[src/rtl/dsm_pkg.sv]
`timescale 1ns/1ps
package dsm_pkg;

    // Registered output of the modulator.
    typedef struct packed {
        logic valid;
        logic level;
    } dsm_out_t;

endpackage

[src/rtl/dsm_ldi_stage.sv]
`timescale 1ns/1ps
module dsm_ldi_stage #(
    parameter int unsigned W = 28
) (
    input  logic                clk,
    input  logic                rst,
    input  logic                en,
    input  logic signed [W-1:0] add_term,
    input  logic signed [W-1:0] sub_term,
    output logic signed [W-1:0] acc_q,
    output logic signed [W-1:0] acc_d
);

    localparam int unsigned XW = W + 2;
    localparam logic signed [XW-1:0] LIM_HI = $signed({3'b000, {(W-1){1'b1}}});
    localparam logic signed [XW-1:0] LIM_LO = $signed({3'b111, {(W-1){1'b0}}});

    logic signed [XW-1:0] raw_sum;

    always_comb begin
        raw_sum = XW'(acc_q) + XW'(add_term) - XW'(sub_term);
        acc_d   = acc_q;
        if (en) begin
            if (raw_sum > LIM_HI) begin
                acc_d = LIM_HI[W-1:0];
            end else if (raw_sum < LIM_LO) begin
                acc_d = LIM_LO[W-1:0];
            end else begin
                acc_d = raw_sum[W-1:0];
            end
        end
    end

    always_ff @(posedge clk) begin
        if (rst) begin
            acc_q <= '0;
        end else begin
            acc_q <= acc_d;
        end
    end

    AST_STAGE_HOLD: assert property (@(posedge clk) disable iff (rst) !en |=> $stable(acc_q));
    AST_STAGE_CLEAR: assert property (@(posedge clk) rst |=> (acc_q == '0));

endmodule

[src/rtl/dsm_sign_quant.sv]
`timescale 1ns/1ps
module dsm_sign_quant #(
    parameter int unsigned IN_W  = 16,
    parameter int unsigned W     = 28,
    parameter int unsigned ORDER = 4,
    parameter int unsigned TAP_SHIFT [ORDER] = '{0, 2, 4, 8}
) (
    input  logic signed [IN_W-1:0] sample,
    input  logic signed [W-1:0]    states [ORDER],
    output logic                   decide
);

    localparam int unsigned SW = W + $clog2(ORDER + 1) + 1;

    logic signed [SW-1:0] total;

    always_comb begin
        total = SW'(sample);
        for (int k = 0; k < ORDER; k++) begin
            total = total + SW'(states[k] >>> TAP_SHIFT[k]);
        end
        decide = ~total[SW-1];
    end

endmodule

[src/rtl/dsm_ladder_top.sv]
`timescale 1ns/1ps
module dsm_ladder_top #(
    parameter int unsigned IN_W     = 16,
    parameter int unsigned GUARD    = 12,
    parameter int unsigned ORDER    = 4,
    parameter int unsigned FWD_SHIFT [ORDER-1] = '{1, 2, 3},
    parameter int unsigned TAP_SHIFT [ORDER]   = '{0, 2, 4, 8},
    parameter int unsigned FB_SHIFT = 5
) (
    input  logic                   clk,
    input  logic                   rst,
    input  logic                   in_valid,
    input  logic signed [IN_W-1:0] in_sample,
    output logic                   out_bit,
    output logic                   out_valid
);
    import dsm_pkg::*;

    localparam int unsigned W = IN_W + GUARD;
    localparam logic signed [W-1:0] FS_POS = $signed({{GUARD{1'b0}}, 1'b1, {(IN_W-1){1'b0}}});
    localparam logic signed [W-1:0] FS_NEG = -FS_POS;

    logic                decide;
    logic signed [W-1:0] u_wide;
    logic signed [W-1:0] st_q [ORDER];
    dsm_out_t            out_d;
    dsm_out_t            out_q;

    assign u_wide = W'(in_sample);

    for (genvar k = 0; k < ORDER; k++) begin : g_stage
        logic signed [W-1:0] add_t;
        logic signed [W-1:0] sub_t;
        logic signed [W-1:0] sq;
        logic signed [W-1:0] sd;

        if (k == 0) begin : g_head
            assign add_t = u_wide - (decide ? FS_POS : FS_NEG);
        end else if (k % 2 == 1) begin : g_fresh
            // even stage (1-based): takes the neighbour's value being written now
            assign add_t = g_stage[k-1].sd >>> FWD_SHIFT[k-1];
        end else begin : g_held
            // odd stage (1-based): takes the neighbour's registered value
            assign add_t = g_stage[k-1].sq >>> FWD_SHIFT[k-1];
        end

        if (k >= 2 && k + 1 < ORDER) begin : g_res
            assign sub_t = st_q[k+1] >>> FB_SHIFT;
        end else begin : g_open
            assign sub_t = '0;
        end

        dsm_ldi_stage #(.W(W)) u_stage (
            .clk      (clk),
            .rst      (rst),
            .en       (in_valid),
            .add_term (add_t),
            .sub_term (sub_t),
            .acc_q    (sq),
            .acc_d    (sd)
        );

        assign st_q[k] = sq;
    end

    dsm_sign_quant #(
        .IN_W      (IN_W),
        .W         (W),
        .ORDER     (ORDER),
        .TAP_SHIFT (TAP_SHIFT)
    ) u_quant (
        .sample (in_sample),
        .states (st_q),
        .decide (decide)
    );

    always_comb begin
        out_d       = out_q;
        out_d.valid = in_valid;
        if (in_valid) begin
            out_d.level = decide;
        end
    end

    always_ff @(posedge clk) begin
        if (rst) begin
            out_q <= '0;
        end else begin
            out_q <= out_d;
        end
    end

    assign out_bit   = out_q.level;
    assign out_valid = out_q.valid;

    AST_OUT_FOLLOWS: assert property (@(posedge clk) disable iff (rst) in_valid |=> out_valid);
    AST_IDLE_HOLD: assert property (@(posedge clk) disable iff (rst) !in_valid |=> (!out_valid && $stable(out_bit)));
    AST_FIRST_SIGN: assert property (@(posedge clk) disable iff (rst) ($past(rst) && in_valid) |=> (out_bit == !$past(in_sample[IN_W-1])));
    AST_RESET_OUT: assert property (@(posedge clk) rst |=> (!out_valid && !out_bit));

endmodule

[config.mk]
export PLATFORM = sky130hd
export DESIGN_NAME = dsm_ladder_top
export DESIGN_NICKNAME = d
export VERILOG_FILES = /design/src/rtl/dsm_pkg.sv /design/src/rtl/dsm_ldi_stage.sv /design/src/rtl/dsm_sign_quant.sv /design/src/rtl/dsm_ladder_top.sv
export SDC_FILE = /design/constraint.sdc
export NUM_CORES = 1
export LEC_CHECK = 0
export BUFFER_PORTS_ARGS = -buffer_cell sky130_fd_sc_hd__buf_4
export CAP_MARGIN = 15
export CORE_MARGIN = 5
export CORE_UTILIZATION = 45
export CTS_BUF_LIST = sky130_fd_sc_hd__clkbuf_4 sky130_fd_sc_hd__clkbuf_8
export DETAILED_ROUTE_END_ITERATION = 10
export SYNTH_ARGS = -nofsm -noshare
export SYNTH_HDL_FRONTEND = slang
export SYNTH_SLANG_ARGS = --single-unit
[constraint.sdc]
create_clock -name clk -period 15.65 [get_ports clk]
set_clock_uncertainty 0.2 [all_clocks]
set_input_delay 2.3475 -clock clk [delete_from_list [all_inputs] [get_ports clk]]
set_output_delay 2.3475 -clock clk [all_outputs]
set_load 0.05 [all_outputs]
## Word-level counts from Yosys, hierarchy flattened

Index checks and enable logic that the tools add are counted.
W data, S select, Z words.

- Memory bits (read-only): 0
- Bits of input ports: 19
- Memories: 0
- Word-level logic and storage cells: 38
- Bits in registers: 114
- Latch bits: 0
- Memory bits (writable): 0

- $add $sub $neg: 10
- Order comparisons: 8
- Bitwise gates (word level): 1
- Reduce and logical (&&, ||, !) cells: 0
- Shift operators: 0
- Equal/unequal tests: 0
- Muxes and demuxes: 11
- Multiply operators: 0
- Div/mod/pow operators: 0

Operator list:

| cell | number |
|---|---|
| $mux W28 | 11 |
| $gt A30 B28 Y1 const B | 4 |
| $lt A30 B28 Y1 const B | 4 |
| $add A32 B20 Y32 | 1 |
| $add A32 B24 Y32 | 1 |
| $add A29 B26 Y30 | 1 |
| $sub A29 B23 Y30 | 1 |
| $add A16 B28 Y29 | 1 |
| $add A28 B25 Y29 | 1 |
| $add A28 B26 Y29 | 1 |
| $add A28 B27 Y29 | 1 |
| $add A28 B28 Y29 | 1 |
| $sub A16 B28 Y28 | 1 |
| $not A1 Y1 | 1 |

## Longest topological paths before layout

Gate-level depths: netlist (run 1).

- Word-level depth: 15
- Depth in mapped cells: 53
- Mapped depth without buffers: 50

## Cells and area by module

Synthesis (run 1) repeated with hierarchy kept, for this count alone.

- Cell total of the unflattened synthesis: 2,448
- Area, all modules: 18,245.0 um^2

Modules (own cells, without submodules):

| module | instances | area each (um^2) | sequential area each (um^2) | cells an instance |
|---|---|---|---|---|
| dsm_ldi_stage at g_stage[0].u_stage | 1 | 3,910.0 | 560.5 | 543 |
| dsm_ldi_stage at g_stage[3].u_stage | 1 | 3,902.5 | 560.5 | 546 |
| dsm_ldi_stage at g_stage[1].u_stage | 1 | 3,788.6 | 560.5 | 517 |
| dsm_ldi_stage at g_stage[2].u_stage | 1 | 3,786.1 | 560.5 | 516 |
| dsm_sign_quant | 1 | 2,750.1 | 0.0 | 315 |
| dsm_ladder_top | 1 | 107.6 | 40.0 | 11 |

## Worst setup path after synthesis (run 1)

Ideal clock, no wire load.

- Path type: input to register
- Start point: in in_sample[2]
- End point: reg g_stage[1].u_stage.acc_q[16]
- Required time: 15,331 ps
- Path buffers: 3
- Data arrival time: 12,351 ps
- Stages: 50
- Path slack: 2,980 ps
- Cell sequence: fa_1 > ha_1 > a21o_1 > a21oi_1 > nand2b_1 > a211oi_1 > a211oi_1 > nor3_1 > o21a_1 > o31a_1 > a21o_1 > fa_1 > inv_1 > ha_1 > a21o_1 > a21o_1 > a21oi_1 > nor2b_1 > [... 14 more ...] > a31oi_1 > clkbuf_1 > nor2_1 > o211ai_1 > nand2_1 > ha_1 > fa_1 > a211oi_1 > o21ai_0 > nand3_1 > a21oi_1 > a211oi_1 > nor2_1 > nor2_1 > clkbuf_1 > clkbuf_1 > a21oi_1 > o221a_2

- Longest elaborated chain between the ends: 15

RTL lines:

| what | line | RTL |
|---|---|---|
| start: declaration | dsm_ladder_top.sv:13 | `input logic signed [IN_W-1:0] in_sample,` |
| $add A16 B28 Y29 | dsm_sign_quant.sv:20 | `total = total + SW'(states[k] >>> TAP_SHIFT[k]);` |
| $add A29 B26 Y30 | dsm_sign_quant.sv:20 |  |
| $add A32 B24 Y32 | dsm_sign_quant.sv:20 |  |
| $add A32 B20 Y32 | dsm_sign_quant.sv:20 |  |
| $mux W28 | dsm_ladder_top.sv:38 | `assign add_t = u_wide - (decide ? FS_POS : FS_NEG);` |
| $sub A16 B28 Y28 * | dsm_ladder_top.sv:38 |  |
| $add A28 B28 Y29 * | dsm_ldi_stage.sv:21 | `raw_sum = XW'(acc_q) + XW'(add_term) - XW'(sub_term);` |
| $lt A30 B28 Y1 | dsm_ldi_stage.sv:26 | `end else if (raw_sum < LIM_LO) begin` |
| $mux W28 | dsm_ldi_stage.sv:26 |  |
| $mux W28 * | dsm_ldi_stage.sv:24 | `if (raw_sum > LIM_HI) begin` |
| $mux W28 * | dsm_ldi_stage.sv:23 | `if (en) begin` |
| named net g_stage[0].sd[1] | dsm_ladder_top.sv:35 | `logic signed [W-1:0] sd;` |
| $add A28 B27 Y29 * | dsm_ldi_stage.sv:21 |  |
| $lt A30 B28 Y1 | dsm_ldi_stage.sv:26 |  |
| $mux W28 | dsm_ldi_stage.sv:26 |  |
| $mux W28 * | dsm_ldi_stage.sv:24 |  |
| end signal: assignment | dsm_ldi_stage.sv:36 | `acc_q <= '0;` |
| end signal: assignment | dsm_ldi_stage.sv:38 | `acc_q <= acc_d;` |
| end: declaration | dsm_ldi_stage.sv:10 | `output logic signed [W-1:0] acc_q,` |

The timed path passes the listed nets; every way through them passes the cells marked *.
A chain may end at the register's enable or synchronous reset.

## Final worst setup path (run 1)

- Start point: in in_sample[2]
- End point: reg g_stage[1].u_stage.acc_q[14]

The elaborated chain is that of the path after synthesis.

==> results of run 1 <==
-- registers in the layout (all words and copies together), names as in the netlist --
register / count
g_stage.u_stage.acc_q: 112
out_bit: 1
out_valid: 1
-- cell families (layout without fill, tap and decap cells) --
kind of cell,count (synthesis),in the layout
AO/OA/AOI/OAI,663,663
XOR/XNOR,112,112
adder cells (fa/ha/maj),270,270
buffers and inverters,262,253
flip-flops,114,114
multiplexers,6,6
AND/OR/NAND/NOR,445,445
-- Yosys cell counts, drive strengths merged (8+ instances only) --
master	instances
nand2b	22
o221a	44
o21bai	18
and2	10
a21oi	203
nor2b	24
clkbuf	55
nor2	126
fa	89
buf	17
o21a	32
inv	190
a311o	12
and3	9
a21o	74
o211ai	16
a211oi	43
nand2	124
o21ai	127
nand3	42
xnor2	72
nor3	40
o31a	8
dfxtp	114
ha	177
nor4	12
a31oi	30
xor2	40
nand4	15
-- final timing paths --
| path | from | endpoint | slack (ns) | cells after the start |
|---|---|---|---|---|
| max | in_sample[2] | g_stage[1].u_stage.acc_q[14] | 1.79 | 49 |
| min | g_stage[2].u_stage.acc_q[0] | g_stage[2].u_stage.acc_q[0] | 0.29 | 2 |
| max reg2reg | g_stage[1].u_stage.acc_q[4] | g_stage[1].u_stage.acc_q[14] | 3.35 | 48 |
| min reg2reg | g_stage[2].u_stage.acc_q[0] | g_stage[2].u_stage.acc_q[0] | 0.29 | 2 |
-- routing by layer --
| metal | global-route usage (%) | vias up | part of all wire (%) |
|---|---|---|---|
| li1 | - | 6698 | - |
| met1 | 30.0 | 6351 | 48 |
| met2 | 35.3 | 201 | 46 |
| met3 | 3.11 | 43 | 3.4 |
| met4 | 5.87 | 0 | 2.2 |
| met5 | 0 | - | 0 |
-- area by class of cell --
class,count,area share (%)
clock buffers,19,1.61
clock inverters,13,1.01
inverters,190,4.50
multi-input cells,1496,73.5
flip-flops and latches,114,14.4
well taps,442,3.49
repair buffers,31,1.47
-- worst min-delay path, cell delays in order, from the launching register on --
cell and delay, ns:
dfxtp_1 0.31, inv_1 0.07, a211oi_1 0.07
-- per-stage QoR --
step	setup slack, ns	utilization, %	instances	hold WS [ns]
after floorplan	2.98	-	1872	0.250
after global placement	1.72	47.2	2273	0.262
after detailed placement	1.50	47.2	2273	0.271
after CTS	1.97	48.5	2305	0.289
after global routing	0.873	48.5	2305	0.315
final	1.79	48.5	2305	0.285
==> impl_metrics.tcl, run 1 <==
set metrics [dict create \
    outcome "finished clean" \
    drt_iter0_markers 904 \
    rows 66 \
    synth_edf_count 0 \
    first_global_vias 12400 \
    cpLargestDelayFamily "compound AO/OA/AOI/OAI gates" \
    tritoncts "built" \
    crit_type "input pin to flip-flop" \
    period_share_pct 88.6 \
    cts.root.buffer_cell "clkbuf_8" \
    postCtsResizedCells 0 \
    required_ns 15.82 \
    slowest_delay_ns 0.62 \
    die_x_um 192 \
    syn_area_um2 14900 \
    endpoint_kind "flip-flop" \
    dp_hpwl_um 31400 \
    min_path_type "flip-flop to flip-flop" \
    synth_fa_ha_area_share_pct 27.0 \
    crit_top_cell "a211oi_1" \
    drtAntennaViolNets 0 \
    numCtsBuffers 17 \
    ys_async_sr_fraction_pct 0 \
    critical_path_buf_inv_count 3 \
    slew_headroom_pct 44.5 \
    firstDrtPassIters 5 \
    ys_warn_count 0 \
    num-fill-cells 3313 \
    cts_buffer_depth 2 \
    synthCells 1872 \
    avgViaCountPerCell 5.77 \
    tns_ns 0 \
    synthTopCellsByArea "dfxtp_1 (15%), ha_1 (15%), fa_1 (12%), a21oi_1 (6.7%), inv_1 (4.7%)" \
    cts_hold_buf 0 \
    fin_crit_ns 13.86 \
    htree_num_levels 4 \
    setup_viol 0 \
    rsz0062_at_grt "no" \
    grtUsageTotal_pct 21.7 \
    die_area_um2 37000 \
    grt_overflow 0 \
    antenna_found_initial 1 \
    layout_commonest_cell "a21oi_1" \
    regArea_um2 2280 \
    tightest_slew_ns 0.832 \
    fmax_mhz 72.1 \
    nNetsFinal 2135 \
    synthMuxAreaShare_pct 0.419 \
    insertion_delay_ns 0.48 \
    max_cap_violations 0 \
    worst_path_max_delay_cell "a211oi_1" \
    slew_viol_final 0 \
    ys_ff_latch 114 \
    ys_seq_area_share_pct 15.3 \
    wl_um 39400 \
    multi_input_area_um2 11700 \
    arrival_ns 14.03 \
    pin_count 21 \
    drc 0 \
    postCtsSetupRepairBufs 0 \
    final_cell_mix "a21oi_1 (200), inv_1 (188), ha_1 (177), nor2_1 (125), nand2_1 (123)" \
    wl_per_cell_um 17.1 \
    synth_top_family_by_area "compound AO/OA/AOI/OAI gates" \
    gp_congestion 0.902 \
    synth_top_area_cell "dfxtp_1" \
    syn_to_final_growth_pct 6.04 \
    via_count 13300 \
    grt_max_degree 76 \
    synth_top_area_share_pct 15.3 \
    placed_cell_area_um2 15400 \
    path_clk_slew_ns 0.08 \
    synth_xor_area_share_pct 6.56 \
    startpoint_type "input pin" \
    ys.flop_type "dfxtp_1" \
    crit_fanout 49 \
    coreArea_um2 32700 \
    antenna-diode-count 0 \
    synth_nets 2157 \
    drive_above_1_share_pct 7.62 \
    hold_viol 0 \
    portBuffers 20 \
    yosysUniqueCellTypes 79 \
    grt_pass1_wl_um 64600 \
    synthSimpleGateAreaFrac_pct 14.0 \
    synth-compound-area-share_pct 29.8 \
    final_area_um2 15800 \
    clkSinkCount 114 \
    start_util_pct 45.7 \
    die_h_um 192 \
    syn_area_per_cell_um2 7.98 \
]
Power of run 1 is left out: the tool's default activity adds up to more than one toggle a clock period on the data nets, which glitch-free logic cannot reach.
==> run 2: changes to the inputs <==
Settings changed: BUFFER_PORTS_ARGS -buffer_cell sky130_fd_sc_hd__buf_4 to -buffer_cell sky130_fd_sc_hd__buf_2.
==> impl_metrics.tcl, run 2 (same netlist as run 1, synthesis figures left out) <==
set metrics [dict create \
    cts_buffer_depth 2 \
    postCtsResizedCells 0 \
    die_x_um 192 \
    crit_type "input pin to flip-flop" \
    rsz0062_at_grt "no" \
    drt_iter0_markers 858 \
    numCtsBuffers 17 \
    via_count 13300 \
    final_cell_mix "a21oi_1 (200), inv_1 (188), ha_1 (177), nor2_1 (125), nand2_1 (123)" \
    hold_slack_ns 0.286 \
    required_ns 15.79 \
    die_h_um 192 \
    endpoint_kind "flip-flop" \
    post-route-util_pct 48.4 \
    path_clk_slew_ns 0.09 \
    drtAntennaViolNets 0 \
    htree_num_levels 4 \
    wl_um 40000 \
    grt_max_degree 62 \
    drc 0 \
    grt_pass1_wl_um 64700 \
    first_global_vias 12400 \
    rows 66 \
    portBuffers 20 \
    coreArea_um2 32700 \
    slew_headroom_pct 37.3 \
    insertion_delay_ns 0.47 \
    tns_ns 0 \
    largest-register "g_stage.u_stage.acc_q" \
    clkSinkCount 114 \
    fin_crit_ns 14.37 \
    gp_congestion 0.906 \
    min_path_type "flip-flop to flip-flop" \
    crit_fanout 49 \
    worstReg2RegStart "g_stage[0].u_stage.acc_q[1]" \
    dp.cells 2274 \
    antenna_found_initial 0 \
    tritoncts "built" \
    slowest_delay_ns 0.68 \
    antenna-diode-count 0 \
    hold_viol 0 \
    drive_above_1_share_pct 7.67 \
    grtUsageTotal_pct 21.7 \
    firstDrtPassIters 5 \
    arrival_ns 14.51 \
    cts_hold_buf 0 \
    num-fill-cells 3297 \
    grt_overflow 0 \
    min_from "g_stage[2].u_stage.acc_q[0]" \
    tightest_slew_ns 0.939 \
    cts.root.buffer_cell "clkbuf_8" \
    max_cap_violations 0 \
    pin_count 21 \
    wl_per_cell_um 17.3 \
    dp_hpwl_um 31600 \
    postCtsSetupRepairBufs 0 \
    setup_viol 0 \
    layout_commonest_cell "a21oi_1" \
    worst_path_max_delay_cell "a211oi_1" \
    slew_viol_final 0 \
    stdcell_count 2306 \
    die_area_um2 37000 \
    start_util_pct 45.7 \
    nNetsFinal 2136 \
    startpoint_type "input pin" \
    period_share_pct 91.8 \
    avgViaCountPerCell 5.79 \
    crit_top_cell "ha_1" \
    cp-startpoint "in_sample[1]" \
    largest_register_ffs 112 \
    fmax_mhz 69.6 \
    syn_to_final_growth_pct 5.89 \
    outcome "finished clean" \
]
==> run 2: cell types whose count changed in the layout (fill, tap and decap cells not counted), sizes merged <==
cell and delta:
clkinv -2, clkinvlp +1, buf +1, clkbuf +1
==> run 2: final timing paths <==
path	to	cells after the start	slack, ns
setup / recovery	g_stage[1].u_stage.acc_q[18]	48	1.28
hold / removal	g_stage[2].u_stage.acc_q[0]	2	0.29
setup reg to reg	g_stage[1].u_stage.acc_q[18]	47	2.87
hold reg to reg	g_stage[2].u_stage.acc_q[0]	2	0.29
==> run 2: area by class of cell <==
type	count	area (µm²)	share of cell area (%)
multi-input cells	1496	11700	73.7
flip-flops and latches	114	2280	14.4
inverters	190	713	4.51
well taps	442	553	3.49
clock buffers	20	263	1.66
repair buffers	32	193	1.22
clock inverters	12	158	0.996
==> run 2: through the flow <==
stage | setup slack [ns] | instance area (µm²)
after floorplan | 2.98 | 14900
after global placement | 1.21 | 15400
after detailed placement | 1.08 | 15400
after CTS | 1.55 | 15800
after global routing | 0.526 | 15800
final | 1.28 | 15800
==> run 2: critical path, delay by kind of cell <==
kind | cells | cell delay, ns
AO/OA/AOI/OAI | 23 | 6.06
XOR/XNOR | 2 | 0.24
adder cells (fa/ha/maj) | 9 | 3.27
buffers and inverters | 3 | 0.56
AND/OR/NAND/NOR | 11 | 2.00
==> run 2: per-layer routing <==
layer | vias to the layer above | share of wire [%] | track usage (%)
li1 | 6705 | - | -
met5 | - | 0 | 0
met3 | 49 | 3.4 | 3.00
met2 | 231 | 47 | 36.3
met4 | 0 | 2.0 | 5.32
met1 | 6362 | 48 | 29.6
Power of run 2 is left out for the same reason.
==> run 3: changes to the inputs <==
Settings changed: CORE_ASPECT_RATIO set to 0.5, CORE_MARGIN 5 to 2, SETUP_SLACK_MARGIN set to 0.2.
==> impl_metrics.tcl, run 3 (same netlist as run 1, synthesis figures left out) <==
set metrics [dict create \
    wl_per_cell_um 18.0 \
    grtUsageTotal_pct 24.6 \
    grt_max_degree 79 \
    arrival_ns 13.96 \
    tightest_slew_ns 0.798 \
    postCtsSetupRepairBufs 0 \
    avgViaCountPerCell 5.78 \
    dp_hpwl_um 32900 \
    period_share_pct 88.1 \
    largest_register_ffs 112 \
    largest-register "g_stage.u_stage.acc_q" \
    setup_viol 0 \
    rrSetupSlack_ns 3.36 \
    start_util_pct 45.5 \
    firstDrtPassIters 6 \
    portBuffers 20 \
    first_global_vias 12200 \
    antenna_found_initial 0 \
    layout_commonest_cell "a21oi_1" \
    final_cell_mix "a21oi_1 (200), inv_1 (188), ha_1 (177), nor2_1 (125), nand2_1 (123)" \
    via_count 13300 \
    drive_above_1_share_pct 7.77 \
    outcome "finished clean" \
    die_x_um 262 \
    cts_buffer_depth 2 \
    drc 0 \
    regArea_um2 2280 \
    gp_congestion 0.897 \
    worst_path_max_delay_cell "o211ai_1" \
    clkSinkCount 114 \
    fin_crit_ns 13.78 \
    numCtsBuffers 17 \
    endpoint_kind "flip-flop" \
    die_area_um2 34800 \
    syn_to_final_growth_pct 5.80 \
    rsz0062_at_grt "no" \
    nNetsFinal 2137 \
    crit_fanout 48 \
    drt_iter0_markers 1061 \
    startpoint_type "input pin" \
    tns_ns 0 \
    coreArea_um2 32900 \
    wl_um 41600 \
    slew_headroom_pct 46.6 \
    crit_type "input pin to flip-flop" \
    path_clk_slew_ns 0.08 \
    max_cap_violations 0 \
    min_path_type "flip-flop to flip-flop" \
    required_ns 15.83 \
    post-route-util_pct 48.1 \
    num-fill-cells 3201 \
    cts.root.buffer_cell "clkbuf_8" \
    slew_viol_final 0 \
    cts_hold_buf 0 \
    rows 47 \
    die_h_um 133 \
    tritoncts "built" \
    grt_pass1_wl_um 67600 \
    multi_input_area_um2 11700 \
    postCtsResizedCells 0 \
    htree_num_levels 4 \
    pin_count 21 \
    antenna-diode-count 0 \
    hold_viol 0 \
    slowest_delay_ns 0.53 \
    drtAntennaViolNets 0 \
    grt_overflow 0 \
    fmax_mhz 72.5 \
    insertion_delay_ns 0.49 \
]
## run 3: changes by cell type in the layout (fill, tap and decap cells not counted)
| cell | delta |
|---|---|
| clkbuf_8 | +4 |
| clkinv_4 | -3 |
| clkinv_2 | +2 |
| buf_4 | +1 |
| bufinv_16 | -1 |
| clkbuf_4 | -1 |
| clkinv_1 | -1 |
| inv_2 | +1 |
| inv_6 | -1 |
| xor2_2 | +1 |
| xor2_4 | -1 |
## run 3: final cells by class
type / count / share of cell area, %
repair buffers: 33 / 1.27
multi-input cells: 1496 / 73.7
clock buffers: 23 / 1.96
flip-flops and latches: 114 / 14.4
well taps: 441 / 3.49
inverters: 190 / 4.51
clock inverters: 9 / 0.649
## run 3: through the flow
step                      hold WS, ns  setup slack [ns]  instance area (µm²)  cells
after floorplan                 0.250              2.98                14900   1872
after global placement          0.275              1.72                15400   2274
after detailed placement        0.266              1.54                15400   2274
after CTS                       0.281              2.03                15800   2306
after global routing            0.305             0.900                15800   2306
final                           0.281              1.87                15800   2306
## run 3: final timing paths
kind,from,to,depth (start not counted)
setup / recovery,in_sample[1],g_stage[1].u_stage.acc_q[8],46
hold / removal,g_stage[2].u_stage.acc_q[0],g_stage[2].u_stage.acc_q[0],2
setup reg to reg,g_stage[1].u_stage.acc_q[3],g_stage[1].u_stage.acc_q[8],45
hold reg to reg,g_stage[2].u_stage.acc_q[0],g_stage[2].u_stage.acc_q[0],2
## run 3: routing by layer
| metal | global-route usage (%) | wire [µm] |
|---|---|---|
| met2 | 32.6 | 15700 |
| met3 | 3.62 | 2780 |
| met1 | 41.3 | 22800 |
| met5 | 0 | 0 |
| met4 | 3.63 | 300 |
## run 3: worst max-delay path: cells and delay by family
kind            cells  cell delay (ns)
compound gates     22             5.85
fa+ha+maj           9             3.29
simple gates       10             1.70
buf+inv             3             0.56
xor+xnor            2             0.23
Power of run 3 is left out for the same reason.
